$ cat config.mk
export PLATFORM = sky130hd
export DESIGN_NAME = fdx_pair_decoder
export DESIGN_NICKNAME = d
export VERILOG_FILES = /design/src/rtl/fdx_pkg.sv /design/src/rtl/fdx_sym_decode.sv /design/src/rtl/fdx_line_tracker.sv /design/src/rtl/fdx_pair_decoder.sv
export SDC_FILE = /design/constraint.sdc
export NUM_CORES = 1
export LEC_CHECK = 0
export BUFFER_PORTS_ARGS = -buffer_cell sky130_fd_sc_hd__buf_2
export CELL_PAD_IN_SITES_DETAIL_PLACEMENT = 1
export CELL_PAD_IN_SITES_GLOBAL_PLACEMENT = 2
export CORE_UTILIZATION = 31
export CTS_CLUSTER_DIAMETER = 40
export DETAILED_ROUTE_END_ITERATION = 7
export PLACE_DENSITY_LB_ADDON = 0.15
export SKIP_LAST_GASP = 1
export SYNTH_ARGS = -nofsm -noshare
export SYNTH_HDL_FRONTEND = slang
export SYNTH_SLANG_ARGS = --single-unit
$ cat constraint.sdc
create_clock -name clk -period 2.1 [get_ports clk]
set_clock_uncertainty 0.15 [all_clocks]
set_input_delay 0.42 -clock clk [delete_from_list [all_inputs] [get_ports clk]]
set_output_delay 0.42 -clock clk [all_outputs]
set_load 0.03 [all_outputs]
$ cat src/rtl/fdx_pkg.sv
package fdx_pkg;
    localparam int SYM_W = 5;
    localparam int NIB_W = 4;
    localparam int CLS_W = 3;
    localparam int LS_W  = 2;

    typedef enum logic [CLS_W-1:0] {
        CLS_DATA  = 3'd0,
        CLS_IDLE  = 3'd1,
        CLS_HALT  = 3'd2,
        CLS_JK    = 3'd3,
        CLS_T     = 3'd4,
        CLS_RS    = 3'd5,
        CLS_QUIET = 3'd6,
        CLS_VIOL  = 3'd7
    } sym_class_e;

    typedef enum logic [LS_W-1:0] {
        LS_NONE   = 2'd0,
        LS_ACTIVE = 2'd1,
        LS_IDLE   = 2'd2
    } line_state_e;

    typedef struct packed {
        logic [NIB_W-1:0] nib;
        sym_class_e       cls;
        logic             k_half;  // set only for the second half of the delimiter
    } sym_dec_t;

    localparam logic [SYM_W-1:0] CODE_IDLE = 5'b11111;
    localparam logic [SYM_W-1:0] CODE_J    = 5'b11000;
    localparam logic [SYM_W-1:0] CODE_K    = 5'b10001;

    // Symbols that may appear inside a frame without dropping Active
    function automatic logic in_frame(sym_class_e c);
        return (c == CLS_DATA) || (c == CLS_T) || (c == CLS_RS);
    endfunction
endpackage

$ cat src/rtl/fdx_sym_decode.sv
module fdx_sym_decode
    import fdx_pkg::*;
(
    input  logic [SYM_W-1:0] code,
    output sym_dec_t         dec
);
    always_comb begin
        dec = '{nib: 4'h2, cls: CLS_VIOL, k_half: 1'b0};
        unique case (code)
            5'b11110: dec = '{4'h0, CLS_DATA, 1'b0};
            5'b01001: dec = '{4'h1, CLS_DATA, 1'b0};
            5'b10100: dec = '{4'h2, CLS_DATA, 1'b0};
            5'b10101: dec = '{4'h3, CLS_DATA, 1'b0};
            5'b01010: dec = '{4'h4, CLS_DATA, 1'b0};
            5'b01011: dec = '{4'h5, CLS_DATA, 1'b0};
            5'b01110: dec = '{4'h6, CLS_DATA, 1'b0};
            5'b01111: dec = '{4'h7, CLS_DATA, 1'b0};
            5'b10010: dec = '{4'h8, CLS_DATA, 1'b0};
            5'b10011: dec = '{4'h9, CLS_DATA, 1'b0};
            5'b10110: dec = '{4'hA, CLS_DATA, 1'b0};
            5'b10111: dec = '{4'hB, CLS_DATA, 1'b0};
            5'b11010: dec = '{4'hC, CLS_DATA, 1'b0};
            5'b11011: dec = '{4'hD, CLS_DATA, 1'b0};
            5'b11100: dec = '{4'hE, CLS_DATA, 1'b0};
            5'b11101: dec = '{4'hF, CLS_DATA, 1'b0};
            5'b11111: dec = '{4'hA, CLS_IDLE, 1'b0};
            5'b00100: dec = '{4'h1, CLS_HALT, 1'b0};
            5'b11000: dec = '{4'hD, CLS_JK, 1'b0};
            5'b10001: dec = '{4'hD, CLS_JK, 1'b1};
            5'b01101: dec = '{4'h5, CLS_T, 1'b0};
            5'b00111: dec = '{4'h6, CLS_RS, 1'b0};
            5'b11001: dec = '{4'h7, CLS_RS, 1'b0};
            5'b00000: dec = '{4'h2, CLS_QUIET, 1'b0};
            default:  dec = '{4'h2, CLS_VIOL, 1'b0};
        endcase
    end

    always_comb begin

        quiet_nib_chk: assert (dec.cls != CLS_QUIET || dec.nib == 4'h2);

        viol_nib_chk: assert (dec.cls != CLS_VIOL || dec.nib == 4'h2);
    end
endmodule

$ cat src/rtl/fdx_line_tracker.sv
module fdx_line_tracker
    import fdx_pkg::*;
#(
    parameter int IDLE_PAIRS = 2
) (
    input  logic        clk,
    input  logic        rst,
    input  logic        in_valid,
    input  sym_dec_t    dec_hi,
    input  sym_dec_t    dec_lo,
    output line_state_e state
);
    localparam int CNT_W = $clog2(IDLE_PAIRS + 1);

    logic [CNT_W-1:0] idle_cnt, idle_cnt_nx;
    line_state_e      state_nx;
    logic             jk_pair, idle_pair, frame_pair;

    always_comb begin
        jk_pair    = (dec_hi.cls == CLS_JK) && !dec_hi.k_half &&
                     (dec_lo.cls == CLS_JK) && dec_lo.k_half;
        idle_pair  = (dec_hi.cls == CLS_IDLE) && (dec_lo.cls == CLS_IDLE);
        frame_pair = in_frame(dec_hi.cls) && in_frame(dec_lo.cls);

        if (!idle_pair)
            idle_cnt_nx = '0;
        else if (idle_cnt == CNT_W'(IDLE_PAIRS))
            idle_cnt_nx = idle_cnt;
        else
            idle_cnt_nx = idle_cnt + 1'b1;

        if (jk_pair)
            state_nx = LS_ACTIVE;
        else if (state == LS_ACTIVE && frame_pair)
            state_nx = LS_ACTIVE;
        else if (idle_cnt_nx == CNT_W'(IDLE_PAIRS))
            state_nx = LS_IDLE;
        else
            state_nx = LS_NONE;
    end

    always_ff @(posedge clk) begin
        if (rst) begin
            state    <= LS_NONE;
            idle_cnt <= '0;
        end else if (in_valid) begin
            state    <= state_nx;
            idle_cnt <= idle_cnt_nx;
        end
    end


    idle_cnt_bound_chk: assert property (@(posedge clk) disable iff (rst)
        idle_cnt <= CNT_W'(IDLE_PAIRS));


    gap_cnt_hold_chk: assert property (@(posedge clk) disable iff (rst)
        !in_valid |=> $stable(idle_cnt));
endmodule

$ cat src/rtl/fdx_pair_decoder.sv
module fdx_pair_decoder
    import fdx_pkg::*;
#(
    parameter int IDLE_PAIRS = 2
) (
    input  logic             clk,
    input  logic             rst,
    input  logic             in_valid,
    input  logic [SYM_W-1:0] sym_hi,
    input  logic [SYM_W-1:0] sym_lo,
    output logic             out_valid,
    output logic [NIB_W-1:0] nib_hi,
    output logic [NIB_W-1:0] nib_lo,
    output logic [CLS_W-1:0] cls_hi,
    output logic [CLS_W-1:0] cls_lo,
    output logic [LS_W-1:0]  line_state
);
    localparam int NSYM = 2;

    logic [SYM_W-1:0] syms [NSYM];
    sym_dec_t         dec  [NSYM];
    sym_dec_t         dec_q[NSYM];
    line_state_e      ls;

    assign syms[0] = sym_hi;
    assign syms[1] = sym_lo;

    for (genvar g = 0; g < NSYM; g++) begin : g_dec
        fdx_sym_decode u_dec (.code(syms[g]), .dec(dec[g]));

        always_ff @(posedge clk) begin
            if (rst)
                dec_q[g] <= '{nib: '0, cls: CLS_DATA, k_half: 1'b0};
            else if (in_valid)
                dec_q[g] <= dec[g];
        end
    end

    fdx_line_tracker #(.IDLE_PAIRS(IDLE_PAIRS)) u_trk (
        .clk(clk), .rst(rst), .in_valid(in_valid),
        .dec_hi(dec[0]), .dec_lo(dec[1]), .state(ls)
    );

    always_ff @(posedge clk) begin
        if (rst) out_valid <= 1'b0;
        else     out_valid <= in_valid;
    end

    assign nib_hi     = dec_q[0].nib;
    assign nib_lo     = dec_q[1].nib;
    assign cls_hi     = dec_q[0].cls;
    assign cls_lo     = dec_q[1].cls;
    assign line_state = ls;


    valid_follow_chk: assert property (@(posedge clk) disable iff (rst)
        in_valid |=> out_valid);

    valid_drop_chk: assert property (@(posedge clk) disable iff (rst)
        !in_valid |=> !out_valid);

    jk_to_active_chk: assert property (@(posedge clk) disable iff (rst)
        (in_valid && sym_hi == CODE_J && sym_lo == CODE_K) |=> line_state == LS_ACTIVE);

    frame_hold_chk: assert property (@(posedge clk) disable iff (rst)
        (in_valid && line_state == LS_ACTIVE && in_frame(dec[0].cls) && in_frame(dec[1].cls))
        |=> line_state == LS_ACTIVE);

    viol_leaves_chk: assert property (@(posedge clk) disable iff (rst)
        (in_valid && (dec[0].cls == CLS_VIOL || dec[1].cls == CLS_VIOL)) |=> line_state == LS_NONE);

    idle_entry_chk: assert property (@(posedge clk) disable iff (rst)
        (line_state == LS_IDLE && $past(line_state) != LS_IDLE)
        |-> $past(in_valid && sym_hi == CODE_IDLE && sym_lo == CODE_IDLE));

    gap_hold_chk: assert property (@(posedge clk) disable iff (rst)
        !in_valid |=> $stable(line_state));
endmodule

======== Word-level counts from Yosys, hierarchy flattened ========
Memory sizes are Yosys's and may differ from the RTL's.
Index checks and enable logic that the tools add are counted.
storage, ports and cells
  memories kept ........................... 3
  output and inout port bits .............. 17
  memory bits (writable) .................. 16
  word-level logic and storage cells ...... 45
  input port bits ......................... 13
  flip-flop bits (word level) ............. 5
  ROM bits ................................ 512
cells by class
  mux-type cells .......................... 12
  eq/ne operators ......................... 11
  bitwise gates (word level) .............. 2
  add/sub/neg operators ................... 1
  reductions and logical operators ........ 13
memories
  memory            depth  bits a word  read ports  clocked after memory_dff  write ports  RTL line                text
  (name not given)  32     8            1           0                         0            fdx_sym_decode.sv:9     unique case (code)
  (name not given)  32     8            1           0                         0            fdx_sym_decode.sv:9
  dec_q             2      8            2           0                         2            fdx_pair_decoder.sv:22  sym_dec_t dec_q[NSYM];
operators with widths
  operator                                              number
  two-way mux 8 bit                                     2
  equality test 3 bit (second input constant)           4
  two-way mux 2 bit                                     5
  equality test 3 x 1 -> 1 bit (second input constant)  2
  equality test 3 x 2 -> 1 bit (second input constant)  2
  logical AND 1 bit                                     6
  zero test 3 bit                                       2
  two-way mux 1 bit                                     5
  equality test 2 bit (second input constant)           2
  logical OR 1 bit                                      4
  adder 2 x 1 -> 2 bit (second input constant)          1
  equality test 2 x 1 -> 1 bit (second input constant)  1
  bitwise OR 1 bit                                      2
  zero test 1 bit                                       1

======== Longest topological paths before layout ========
An unclocked memory read counts as a cell.
  word-level depth ........................ 8
  depth in mapped cells ................... 7
  mapped depth without buffers ............ 6

======== Hierarchy ========
Synthesis repeated with hierarchy kept, for this count alone.
unflattened totals
  cell total of the unflattened synthesis .. 156
  area total of the unflattened synthesis .. 1,436.4 um2
modules (own cells, without submodules)
  module                           instances  sequential area each (um2)  cells each  area each (um2)
  fdx_pair_decoder                 1          440.4                       33          604.3
  fdx_sym_decode (g_dec[1].u_dec)  1          0.0                         49          321.6
  fdx_sym_decode (g_dec[0].u_dec)  1          0.0                         49          286.5
  fdx_line_tracker                 1          80.1                        25          224.0

======== Worst setup path before layout ========
OpenSTA, ideal clock, no wires.
  kind .................................... input -> register
  start point ............................. in sym_lo[4]
  end point ............................... mem dec_q[1][4] (netlist name), data pin
  path slack .............................. 0.460 ns
  required time ........................... 1.696 ns
  data arrival time ....................... 1.235 ns
  setup time .............................. 0.254 ns
  buffers on the path ..................... 2
  cell stages on the path ................. 6
  cell sequence ........................... buf_2 > buf_1 > nand2_1 > nand2_1 > o21ai_0 > o21a_1
RTL lines
  what             RTL line                text
  start, declared  fdx_pair_decoder.sv:10  input logic [SYM_W-1:0] sym_lo,
  end, declared    fdx_pair_decoder.sv:22

======== Worst setup path after layout ========
  start point ............................. in sym_lo[2]
  end point ............................... reg u_trk.idle_cnt[1]
on the way
  cells in the longest elaborated chain, start to end .. 4
RTL lines
  what                          RTL line                text
  memory (32 x 8 bit)           n/a
  equality test 3 x 1 -> 1 bit  fdx_line_tracker.sv:22  idle_pair = (dec_hi.cls == CLS_IDLE) && (dec_lo.cls == CLS_IDLE);
  logical AND 1 bit             fdx_line_tracker.sv:22
  two-way mux 2 bit             fdx_line_tracker.sv:25  if (!idle_pair)
  end signal, assigned          fdx_line_tracker.sv:48  idle_cnt <= idle_cnt_nx;
  end, declared                 fdx_line_tracker.sv:15  logic [CNT_W-1:0] idle_cnt, idle_cnt_nx;
Every way passes these cells.
A chain may end at the register's enable or synchronous reset.

==> metrics <==
Overall Global Routing Usage 0.168; total of hold buffers inserted after clock tree synthesis 0; final core area utilization 0.372; initial drt markers 64; achievable clock frequency 595 MHz; Setup Viol. Count Final 0; first-pass GRT wire length around 5600 µm; Top-Level Pins 30; power per cell area 629 nW/µm²; fraction of the yosys area taken by sequential cells 0.402; post-CTS repair timing setup buffer count 0; Worst slew margin 0.613; overall routed net length 3410 µm; Leakage Power 0.000597 µW; max-cap violations 0; chip height approximately 67 µm; pin count of the biggest net entering global routing 19; path class of the lowest-slack min-delay path primary input to flop; number of routed nets with antenna violations 0; RR Endpoint u_trk.state[1]; number of pins with negative max-slew slack in the final report 0; total number of H-tree levels 1; via count of the routed design between 1,000 and 1,500; crit path to u_trk.idle_cnt[1]; minimum hold slack 0.307 ns; DRC violation count after routing 0; cell-by-cell trace of the critical path buf_2 > inv_1 > o211ai_1 > nand2_1 > nor4_2 > a31o_1; die footprint 4440 µm²; NumNets Final 191; run status completed; antenna violations before repair 0; routed wire length per instance 15.1 µm; number of global-route vias before repair between 1,000 and 1,500; async set-reset flop share out of synthesis 0; input/output buffers 29; FF+latch count, synth 19; Max FO, Critical Path 15; cell area after placement around 1400 µm²; Root Driver clkbuf_8; part of the cycle the worst path needs 0.800; starting density of the core 0.323; largest incremental delay on the critical path between 0.3 and 0.4 ns; CP arrival 1.74 ns; Synth Cell Area 1290 µm²; clock period minus worst slack around 1.7 ns; clock slew seen by the registers of the worst setup and hold paths 0.08 ns; placeable core area 4000 µm²; number of buffers created by CTS 3; predominant post-synthesis flop cell edfxtp_1; Critical Path Start sym_lo[2]; post-synthesis cell count 156; Die W 66.6 µm; worst setup slack for register-to-register paths slightly above 0.8 ns; number of nets produced by synthesis 170; fin area 1490 µm²; WP data required 2.16 ns; kind of start point of the critical path primary input; Sum Neg Setup Slack 0 ns; overflow left after global routing 0; Critical R2R Launch u_trk.idle_cnt[0]; clk_lat worst skew 0.26 ns; DRT Pass-1 Iters 4; Max Buffers Root-to-Sink 2; area growth from synthesis to layout 14.9%; Register-to-Register Path Depth 6; worst ir drop on vdd 0.000246 V; number of enable flip-flop cells after synthesis 14; post_cts resized 0; number of hold violations in the final report 0; number of clock sinks seen by CTS 19; classification of the worst setup path primary input to flop; top library cells by usage in the layout, fill and taps aside buf_2, nor2_1, a21oi_1, nand2_1, edfxtp_1; estimated wirelength of the detail-placed design 2490 µm; fraction of final layout cells sized beyond drive strength 1 0.227; sort of element at the end of the critical path flop; Critical Path Slowest Stage Cell nor4_2; number of fill cells 504; CTS tree done; final weighted congestion in routability-driven placement 0.789; setup repair after global routing missed its margin no; most frequent standard cell in the layout excluding fill and tap cells buf_2; Worst Tran Pin Value 0.580 ns; yosys warns 0; Antenna Cells 0; standard-cell rows 23; Avg Cell Area, Syn 8.29 µm²; Cell variety after synth 42; routed via count divided by cell count approximately 5.4
report_power, final:
group	total (µW)	internal [µW]	switching (µW)	leakage, µW
sequential	435	429	5.58	0.000191
clock	270	132	137	0.0000255
combinational	231	66.2	164	0.000380
synthesized netlist by cell type, types with 2 or more instances:
cell type	count	share of area
nor2_1	15	0.044
dfxtp_1	5	0.077
a31o_1	2	0.014
buf_2	7	0.027
o211ai_1	3	0.017
a21oi_1	14	0.054
xnor2_1	4	0.027
nor3_1	6	0.023
nand2_1	14	0.041
edfxtp_1	14	0.32
inv_1	8	0.023
inv_2	3	0.0087
a221oi_1	2	0.014
o21ai_0	8	0.031
nand2b_1	3	0.015
o31ai_1	2	0.012
o21ai_1	5	0.019
buf_4	2	0.012
nor4_1	2	0.0097
a211oi_1	5	0.029
clkbuf_1	4	0.012
nand4_1	2	0.0097
nand3_1	6	0.023
mux2i_1	2	0.015
worst max-delay path: cells and delay by family:
family | cells | cell delay, ns
buf+inv | 2 | 0.38
simple gates | 2 | 0.52
compound gates | 2 | 0.43
cell type report:
type,instances,area [µm²],share of cell area
repair buffers,30,153,0.103
clock buffers,3,41.3,0.0278
inverters,11,41.3,0.0278
well taps,50,62.6,0.0421
clock inverters,1,5.00,0.00337
flip-flops and latches,19,520,0.350
multi-input cells,112,663,0.446
registers in the layout, summed over array words and instances (netlist names):
signal / count
u_trk.state: 2
out_valid: 1
u_trk.idle_cnt: 2
dec_q: 14
layer usage:
metal / part of all wire / global-route usage
met1: 0.50 / 0.223
met2: 0.45 / 0.273
met3: 0.037 / 0.0325
met4: 0.010 / 0.0479
met5: 0 / 0
worst min path at each step:
stage	startpoint	cells after the start	to	slack, ns
after floorplan	in_valid	1	u_trk.idle_cnt[0]	0.40
after global placement	u_trk.state[1]	1	u_trk.state[1]	0.30
after detailed placement	u_trk.state[1]	1	u_trk.state[1]	0.31
after CTS	in_valid	2	u_trk.idle_cnt[0]	0.31
after global routing	in_valid	2	u_trk.idle_cnt[0]	0.32
final	in_valid	2	u_trk.idle_cnt[0]	0.31
per-stage QoR:
step | worst slack [ns] | instances | power, µW
global route | 0.296 | 226 | 978
detailed placement | 0.139 | 222 | 674
CTS | 0.408 | 226 | 942
finish | 0.419 | 226 | 935
floorplan | 0.460 | 156 | 613
global placement | 0.234 | 222 | 670
kinds of logic after synthesis:
kind of cell,after synthesis,share of synthesized area
DFF,19,0.402
and+or+nand+nor,54,0.201
buffers and inverters,25,0.0851
adders and majority gates,2,0.0174
muxes,2,0.0155
xor gates and xnor gates,4,0.0271
AOI/OAI and AO/OA,50,0.251
Power figures use the tool's default switching activity.
